--- config.mk ---
export PLATFORM = sky130hd
export DESIGN_NAME = phy_basic_ctrl
export DESIGN_NICKNAME = d
export VERILOG_FILES = /design/src/rtl/phy_ctrl_pkg.sv /design/src/rtl/phy_ctrl_strap.sv /design/src/rtl/phy_ctrl_core.sv /design/src/rtl/phy_ctrl_mii.sv /design/src/rtl/phy_basic_ctrl.sv
export SDC_FILE = /design/constraint.sdc
export NUM_CORES = 1
export LEC_CHECK = 0
export BUFFER_PORTS_ARGS = -buffer_cell sky130_fd_sc_hd__buf_2
export CAP_MARGIN = 0
export CORE_ASPECT_RATIO = 1.2
export CORE_MARGIN = 2
export CORE_UTILIZATION = 38
export CTS_BUF_LIST = sky130_fd_sc_hd__clkbuf_2
export DETAILED_ROUTE_END_ITERATION = 10
export GPL_TIMING_DRIVEN = 0
export HOLD_SLACK_MARGIN = 0.1
export MAX_ROUTING_LAYER = met4
export PLACE_DENSITY_LB_ADDON = 0.12
export REMOVE_ABC_BUFFERS = 1
export SLEW_MARGIN = 15
export SYNTH_ARGS = -nofsm -noshare
export SYNTH_HDL_FRONTEND = slang
export SYNTH_SLANG_ARGS = --single-unit
--- constraint.sdc ---
create_clock -name clk -period 2.7 [get_ports clk]
set_clock_uncertainty 0.1 [all_clocks]
set_input_delay 0 -clock clk [delete_from_list [all_inputs] [get_ports clk]]
set_output_delay 0 -clock clk [all_outputs]
set_load 0.02 [all_outputs]
--- src/rtl/phy_ctrl_pkg.sv ---
`timescale 1ns/1ps
package phy_ctrl_pkg;
    localparam int REG_W = 16;
    // bit positions decoded by the management master
    localparam int B_RST = 15;
    localparam int B_LB  = 14;
    localparam int B_SPD = 13;
    localparam int B_AN  = 12;
    localparam int B_PD  = 11;
    localparam int B_ISO = 10;
    localparam int B_ANR = 9;
    localparam int B_DUP = 8;
    localparam int B_COL = 7;

    typedef struct packed {
        logic an;
        logic spd;
        logic iso;
    } strap_dflt_t;

    typedef struct packed {
        logic       busy;
        logic       lb;
        logic       spd;
        logic       an;
        logic       pd;
        logic       iso;
        logic       dup;
        logic       col;
        logic [1:0] mode;
        logic       cal_start;
        logic       an_rst;
        logic       lb_pin;
    } ctrl_st_t;

    function automatic logic [1:0] resolve_mode(input logic an, input logic spd,
                                                input logic dup, input logic r100,
                                                input logic rfdx);
        return an ? {r100, rfdx} : {spd, dup};
    endfunction
endpackage

--- src/rtl/phy_ctrl_strap.sv ---
`timescale 1ns/1ps
module phy_ctrl_strap
    import phy_ctrl_pkg::*;
#(
    parameter int PA_W = 5,
    parameter int AN_W = 2
) (
    input  logic [AN_W-1:0] strap_an,
    input  logic            strap_iso_dflt,
    input  logic [PA_W-1:0] strap_phy_addr,
    output strap_dflt_t     dflt
);
    always_comb begin
        dflt.an  = |strap_an;
        dflt.spd = |strap_an;
        dflt.iso = (strap_phy_addr == '0) ? 1'b1 : strap_iso_dflt;
    end
endmodule

--- src/rtl/phy_ctrl_core.sv ---
`timescale 1ns/1ps
module phy_ctrl_core
    import phy_ctrl_pkg::*;
(
    input  logic             clk,
    input  logic             rst_n,
    input  logic             wr_hit,
    input  logic [REG_W-1:0] wdata,
    input  strap_dflt_t      dflt,
    input  logic             lpbk_pin,
    input  logic             compat_mode,
    input  logic             cal_done,
    input  logic             an_res_100,
    input  logic             an_res_fdx,
    output ctrl_st_t         st_q,
    output logic             speed_100,
    output logic             full_duplex
);
    localparam logic [REG_W-1:0] WR_MASK = REG_W'(16'hFF80);

    ctrl_st_t         st_d;
    logic [1:0]       mode_now;
    logic [REG_W-1:0] wr_val;

    always_comb begin
        mode_now = resolve_mode(st_q.an, st_q.spd, st_q.dup, an_res_100, an_res_fdx);
        wr_val   = wdata & WR_MASK;
        st_d           = st_q;
        st_d.cal_start = 1'b0;
        st_d.an_rst    = 1'b0;
        st_d.lb_pin    = lpbk_pin;
        st_d.mode      = mode_now;

        if (wr_hit && !st_q.busy) begin
            if (wr_val[B_RST]) begin
                st_d.lb        = 1'b0;
                st_d.spd       = dflt.spd;
                st_d.an        = dflt.an;
                st_d.pd        = 1'b0;
                st_d.iso       = dflt.iso;
                st_d.dup       = 1'b0;
                st_d.col       = 1'b0;
                st_d.busy      = 1'b1;
                st_d.cal_start = 1'b1;
            end else begin
                st_d.lb     = wr_val[B_LB];
                st_d.spd    = wr_val[B_SPD];
                st_d.an     = wr_val[B_AN];
                st_d.iso    = wr_val[B_ISO];
                st_d.dup    = wr_val[B_DUP];
                st_d.col    = wr_val[B_COL];
                st_d.an_rst = wr_val[B_ANR];
                if (!compat_mode) begin
                    st_d.pd = wr_val[B_PD];
                end
            end
        end

        // pin edges win over a write in the same cycle
        if (lpbk_pin && !st_q.lb_pin) begin
            st_d.lb = 1'b1;
        end else if (!lpbk_pin && st_q.lb_pin) begin
            st_d.lb = 1'b0;
        end

        if (st_q.busy) begin
            if (cal_done) begin
                st_d.busy = 1'b0;
            end
        end else if (mode_now != st_q.mode) begin
            st_d.busy      = 1'b1;
            st_d.cal_start = 1'b1;
        end

        if (!rst_n) begin
            st_d        = '0;
            st_d.an     = dflt.an;
            st_d.spd    = dflt.spd;
            st_d.iso    = dflt.iso;
            st_d.lb_pin = lpbk_pin;
            st_d.mode   = mode_now;
        end
    end

    always_ff @(posedge clk) begin
        st_q <= st_d;
    end

    assign {speed_100, full_duplex} = mode_now;
endmodule

--- src/rtl/phy_ctrl_mii.sv ---
`timescale 1ns/1ps
module phy_ctrl_mii #(
    parameter int NIB_W = 4
) (
    input  logic             iso,
    input  logic             lb,
    input  logic             phy_tx_clk,
    input  logic             phy_rx_clk,
    input  logic             phy_rx_dv,
    input  logic             phy_rx_er,
    input  logic [NIB_W-1:0] phy_rxd,
    input  logic             phy_col,
    input  logic             phy_crs,
    input  logic [NIB_W-1:0] mii_txd,
    input  logic             mii_tx_en,
    input  logic             mii_tx_er,
    output logic             mii_oe,
    output logic             mii_tx_clk,
    output logic             mii_rx_clk,
    output logic             mii_rx_dv,
    output logic             mii_rx_er,
    output logic [NIB_W-1:0] mii_rxd,
    output logic             mii_col,
    output logic             mii_crs,
    output logic [NIB_W-1:0] core_txd,
    output logic             core_tx_en,
    output logic             core_tx_er
);
    always_comb begin
        mii_oe     = !iso;
        mii_tx_clk = 1'b0;
        mii_rx_clk = 1'b0;
        mii_rx_dv  = 1'b0;
        mii_rx_er  = 1'b0;
        mii_rxd    = '0;
        mii_col    = 1'b0;
        mii_crs    = 1'b0;
        core_txd   = '0;
        core_tx_en = 1'b0;
        core_tx_er = 1'b0;
        if (!iso) begin
            mii_tx_clk = phy_tx_clk;
            mii_rx_clk = phy_rx_clk;
            core_txd   = mii_txd;
            core_tx_en = mii_tx_en;
            core_tx_er = mii_tx_er;
            if (lb) begin
                mii_rxd   = mii_txd;
                mii_rx_dv = mii_tx_en;
                mii_rx_er = mii_tx_er;
                mii_crs   = mii_tx_en;
            end else begin
                mii_rxd   = phy_rxd;
                mii_rx_dv = phy_rx_dv;
                mii_rx_er = phy_rx_er;
                mii_col   = phy_col;
                mii_crs   = phy_crs;
            end
        end
    end
endmodule

--- src/rtl/phy_basic_ctrl.sv ---
`timescale 1ns/1ps
module phy_basic_ctrl
    import phy_ctrl_pkg::*;
#(
    parameter int ADDR_W   = 5,
    parameter int REG_ADDR = 0,
    parameter int PA_W     = 5,
    parameter int AN_W     = 2,
    parameter int NIB_W    = 4
) (
    input  logic              clk,
    input  logic              rst_n,
    input  logic [AN_W-1:0]   strap_an,
    input  logic              strap_iso_dflt,
    input  logic [PA_W-1:0]   strap_phy_addr,
    input  logic              lpbk_pin,
    input  logic              compat_mode,
    input  logic              cal_done,
    output logic              cal_start,
    input  logic              an_res_100,
    input  logic              an_res_fdx,
    output logic              an_restart,
    input  logic [ADDR_W-1:0] reg_addr,
    input  logic              reg_wr,
    input  logic [REG_W-1:0]  reg_wdata,
    output logic [REG_W-1:0]  reg_rdata,
    output logic              speed_100,
    output logic              full_duplex,
    output logic              loopback_en,
    output logic              power_down,
    output logic              isolate_en,
    output logic              col_test,
    input  logic              phy_tx_clk,
    input  logic              phy_rx_clk,
    input  logic              phy_rx_dv,
    input  logic              phy_rx_er,
    input  logic [NIB_W-1:0]  phy_rxd,
    input  logic              phy_col,
    input  logic              phy_crs,
    output logic              mii_oe,
    output logic              mii_tx_clk,
    output logic              mii_rx_clk,
    output logic              mii_rx_dv,
    output logic              mii_rx_er,
    output logic [NIB_W-1:0]  mii_rxd,
    output logic              mii_col,
    output logic              mii_crs,
    input  logic [NIB_W-1:0]  mii_txd,
    input  logic              mii_tx_en,
    input  logic              mii_tx_er,
    output logic [NIB_W-1:0]  core_txd,
    output logic              core_tx_en,
    output logic              core_tx_er
);
    localparam logic [ADDR_W-1:0] HIT_ADDR = ADDR_W'(REG_ADDR);

    strap_dflt_t dflt;
    ctrl_st_t    st_q;
    logic        addr_hit;

    assign addr_hit = (reg_addr == HIT_ADDR);

    phy_ctrl_strap #(.PA_W(PA_W), .AN_W(AN_W)) i_strap (
        .strap_an       (strap_an),
        .strap_iso_dflt (strap_iso_dflt),
        .strap_phy_addr (strap_phy_addr),
        .dflt           (dflt)
    );

    phy_ctrl_core i_core (
        .clk         (clk),
        .rst_n       (rst_n),
        .wr_hit      (reg_wr && addr_hit),
        .wdata       (reg_wdata),
        .dflt        (dflt),
        .lpbk_pin    (lpbk_pin),
        .compat_mode (compat_mode),
        .cal_done    (cal_done),
        .an_res_100  (an_res_100),
        .an_res_fdx  (an_res_fdx),
        .st_q        (st_q),
        .speed_100   (speed_100),
        .full_duplex (full_duplex)
    );

    phy_ctrl_mii #(.NIB_W(NIB_W)) i_mii (
        .iso        (st_q.iso),
        .lb         (st_q.lb),
        .phy_tx_clk (phy_tx_clk),
        .phy_rx_clk (phy_rx_clk),
        .phy_rx_dv  (phy_rx_dv),
        .phy_rx_er  (phy_rx_er),
        .phy_rxd    (phy_rxd),
        .phy_col    (phy_col),
        .phy_crs    (phy_crs),
        .mii_txd    (mii_txd),
        .mii_tx_en  (mii_tx_en),
        .mii_tx_er  (mii_tx_er),
        .mii_oe     (mii_oe),
        .mii_tx_clk (mii_tx_clk),
        .mii_rx_clk (mii_rx_clk),
        .mii_rx_dv  (mii_rx_dv),
        .mii_rx_er  (mii_rx_er),
        .mii_rxd    (mii_rxd),
        .mii_col    (mii_col),
        .mii_crs    (mii_crs),
        .core_txd   (core_txd),
        .core_tx_en (core_tx_en),
        .core_tx_er (core_tx_er)
    );

    always_comb begin
        reg_rdata = '0;
        if (addr_hit) begin
            reg_rdata[B_RST] = st_q.busy;
            reg_rdata[B_LB]  = st_q.lb;
            reg_rdata[B_SPD] = st_q.spd;
            reg_rdata[B_AN]  = st_q.an;
            reg_rdata[B_PD]  = st_q.pd;
            reg_rdata[B_ISO] = st_q.iso;
            reg_rdata[B_DUP] = st_q.dup;
            reg_rdata[B_COL] = st_q.col;
        end
    end

    assign cal_start   = st_q.cal_start;
    assign an_restart  = st_q.an_rst;
    assign loopback_en = st_q.lb;
    assign power_down  = st_q.pd;
    assign isolate_en  = st_q.iso;
    assign col_test    = st_q.col;
endmodule

==> results.cfg <==
[floorplanning]
dieWidth_microns = 48.8
die_area_sq_um = 2820
initial_core_util_pct = 40.2
num_rows = 19
coreArea_sq_um = 2280
pin_count = 94
die_h_microns = 57.8

[power]
ir_drop_mv = 0.288
power_density_nw_per_um2 = 344
p_leak_nw = 0.841
power.total_uw = 536

[clock_tree]
clock-sinks = 13
post_cts_buffers = 0
htreeDepth = 1
cts_tree = done
clkTransAtPathRegs_ns = 0.14
postCtsHoldBufs = 25
insertion_delay_ns = 0.26
cts_buffers = 3
clockBufferDepth = 2
ctsResizeCount = 0
clockRootBuffer = clkbuf_2

[timing]
fin_tns_setup_ns = 0
min_period_over_period_pct = 87.9
relSlewSlack_pct = 65.3
period_minus_slack_ns = 2.37
setup_viol = 0
worstMarginPinSlew_ns = 0.520
hold_viol = 0
rsz0062_at_grt = no
drv_slew = 0
fmax_mhz = 421

[route]
drt_pre_antenna_iters = 4
drt-initial-drc-count = 14
ant_nets = 0
via_per_inst = 4.55
drc = 0
num_vias = 1111
wirelength_mm = 2.55
wl_per_cell_microns = 10.4

[flow_run]
cap_violations = 0

[global_routing]
met1_usage_pct = 19.8
grt_pass1_vias = 1003
met3_usage_pct = 4.12
grt_pass1_wl_mm = 4.15
grt_overflow = 0
grt_max_degree = 20
grt.busiest_layer = met2
grt_usage_pct = 18.8
antenna_found_initial = 0
grt_use_met2_pct = 35.8

[critical_path]
cp.arrival_ns = 2.49
worst-setup-path-type = reg2reg
start_kind = flop
required_ns = 2.82
path_max_fanout = 10
cp-end-kind = flop

[synth]
synth_area_leaders = dfxtp_1 (22%), edfxtp_1 (9.8%), nor2b_1 (6.8%)
synth_warnings = 0
syn-instance-count = 111
ys_seq_area_share_pct = 31.7
synth.top_cell.area_share_pct = 21.8
ys_seq_elements = 13
synth_area_per_cell_sq_um = 8.26
synth_cell_types = 29
yosys.area.top_type = dfxtp_1
synth_area_sq_um = 917

[placement]
gp_congestion = 0.699
port_buffers = 78
place_hpwl_mm = 1.85

[cells_and_area]
regMostFlops = i_core.st_q
fillers = 193
diodes = 0
largest_reg_flops = 13
final_common_cell = buf_2
drive_above_1_share_pct = 43.7
mostFrequentLayoutCells = buf_2 (78), dlygate4sd3_1 (25), nor2b_1 (10), nor2_1 (10), dfxtp_1 (10)
fin_nets = 269
area.growth.synth_to_final_pct = 70.1
top_regs = i_core.st_q: 13 flops

[status]
status = complete, no violations

[worst_hold_path]
min_path_type = in2out
==> final timing paths <==
path / from / to / slack, ns / depth (start not counted)
setup / recovery: i_core.st_q[12] / i_core.st_q[6] / 0.33 / 6
hold / removal: phy_rx_clk / mii_rx_clk / 0.24 / 3
setup reg to reg: i_core.st_q[12] / i_core.st_q[6] / 0.33 / 6
hold reg to reg: i_core.st_q[10] / i_core.st_q[4] / 0.46 / 1
==> cells by family after synthesis <==
kind of cell,Yosys count,synth area share (%)
AND/OR/NAND/NOR,53,33.2
buffers and inverters,17,11.1
AO/OA/AOI/OAI,16,11.2
flip-flops,13,31.7
multiplexers,7,7.91
adder cells (fa/ha/maj),2,2.73
XOR/XNOR,2,1.91
other,1,0.409
==> metrics by stage <==
| step | util, % | hold WS, ns | area [sq um] | setup slack, ns | cells |
|---|---|---|---|---|---|
| after floorplan | - | -0.0723 | 861 | 1.32 | 106 |
| after global placement | 56.5 | 0.0347 | 1290 | 1.16 | 215 |
| after detailed placement | 56.5 | 0.0415 | 1290 | 1.17 | 215 |
| after CTS | 68.4 | 0.239 | 1560 | 0.339 | 244 |
| after global routing | 68.4 | 0.250 | 1560 | 0.193 | 244 |
| final | 68.4 | 0.236 | 1560 | 0.327 | 244 |
==> cell usage after synthesis <==
cell       count
inv_1          5
xor2_1         2
and3_1         2
nand4_1        1
o21ai_0        4
buf_4          8
ha_1           2
nor2b_1       10
nor3_1         3
o2bb2ai_1      1
clkbuf_1       3
and3_2         8
dfxtp_1       10
nand2_1        7
o221ai_1       3
nand2b_1       4
conb_1         1
edfxtp_1       3
a21boi_1       2
o21ai_1        1
mux2_2         2
a21oi_1        4
nor4_4         1
nor3b_1        1
mux2i_1        5
nor2_1        10
a211oi_1       1
buf_6          1
nand3_1        6
==> report_power, final <==
part | switching [mW] | internal (mW) | total, mW
clock | 0.0618 | 0.0394 | 0.101
combinational | 0.106 | 0.0970 | 0.203
sequential | 0.0175 | 0.215 | 0.233
total | 0.185 | 0.351 | 0.536
==> final cells by class <==
type                       count  area, sq um  share of cell area [%]
sequential                    13          290                    18.6
tap                           31         38.8                    2.49
inverter                       5         18.8                    1.20
clock buffer                   4         20.0                    1.28
timing repair buffer         103          641                    41.1
multi-input combinational     88          552                    35.4
==> critical path, stage by stage, from the launching register on <==
cell           delay (ns)
dfxtp_1              0.35
nor2b_1              0.13
and3_1               0.37
nand3_1              0.13
dlygate4sd3_1        0.57
a21boi_1             0.13
dlygate4sd3_1        0.54
==> per-layer routing <==
metal  vias to the layer above  share of wire, %
met5                         -                 0
met4                         0              0.47
met3                         2                11
met2                        66                49
met1                       472                40
li1                        571                 -
(Power assumes the default switching activity.)
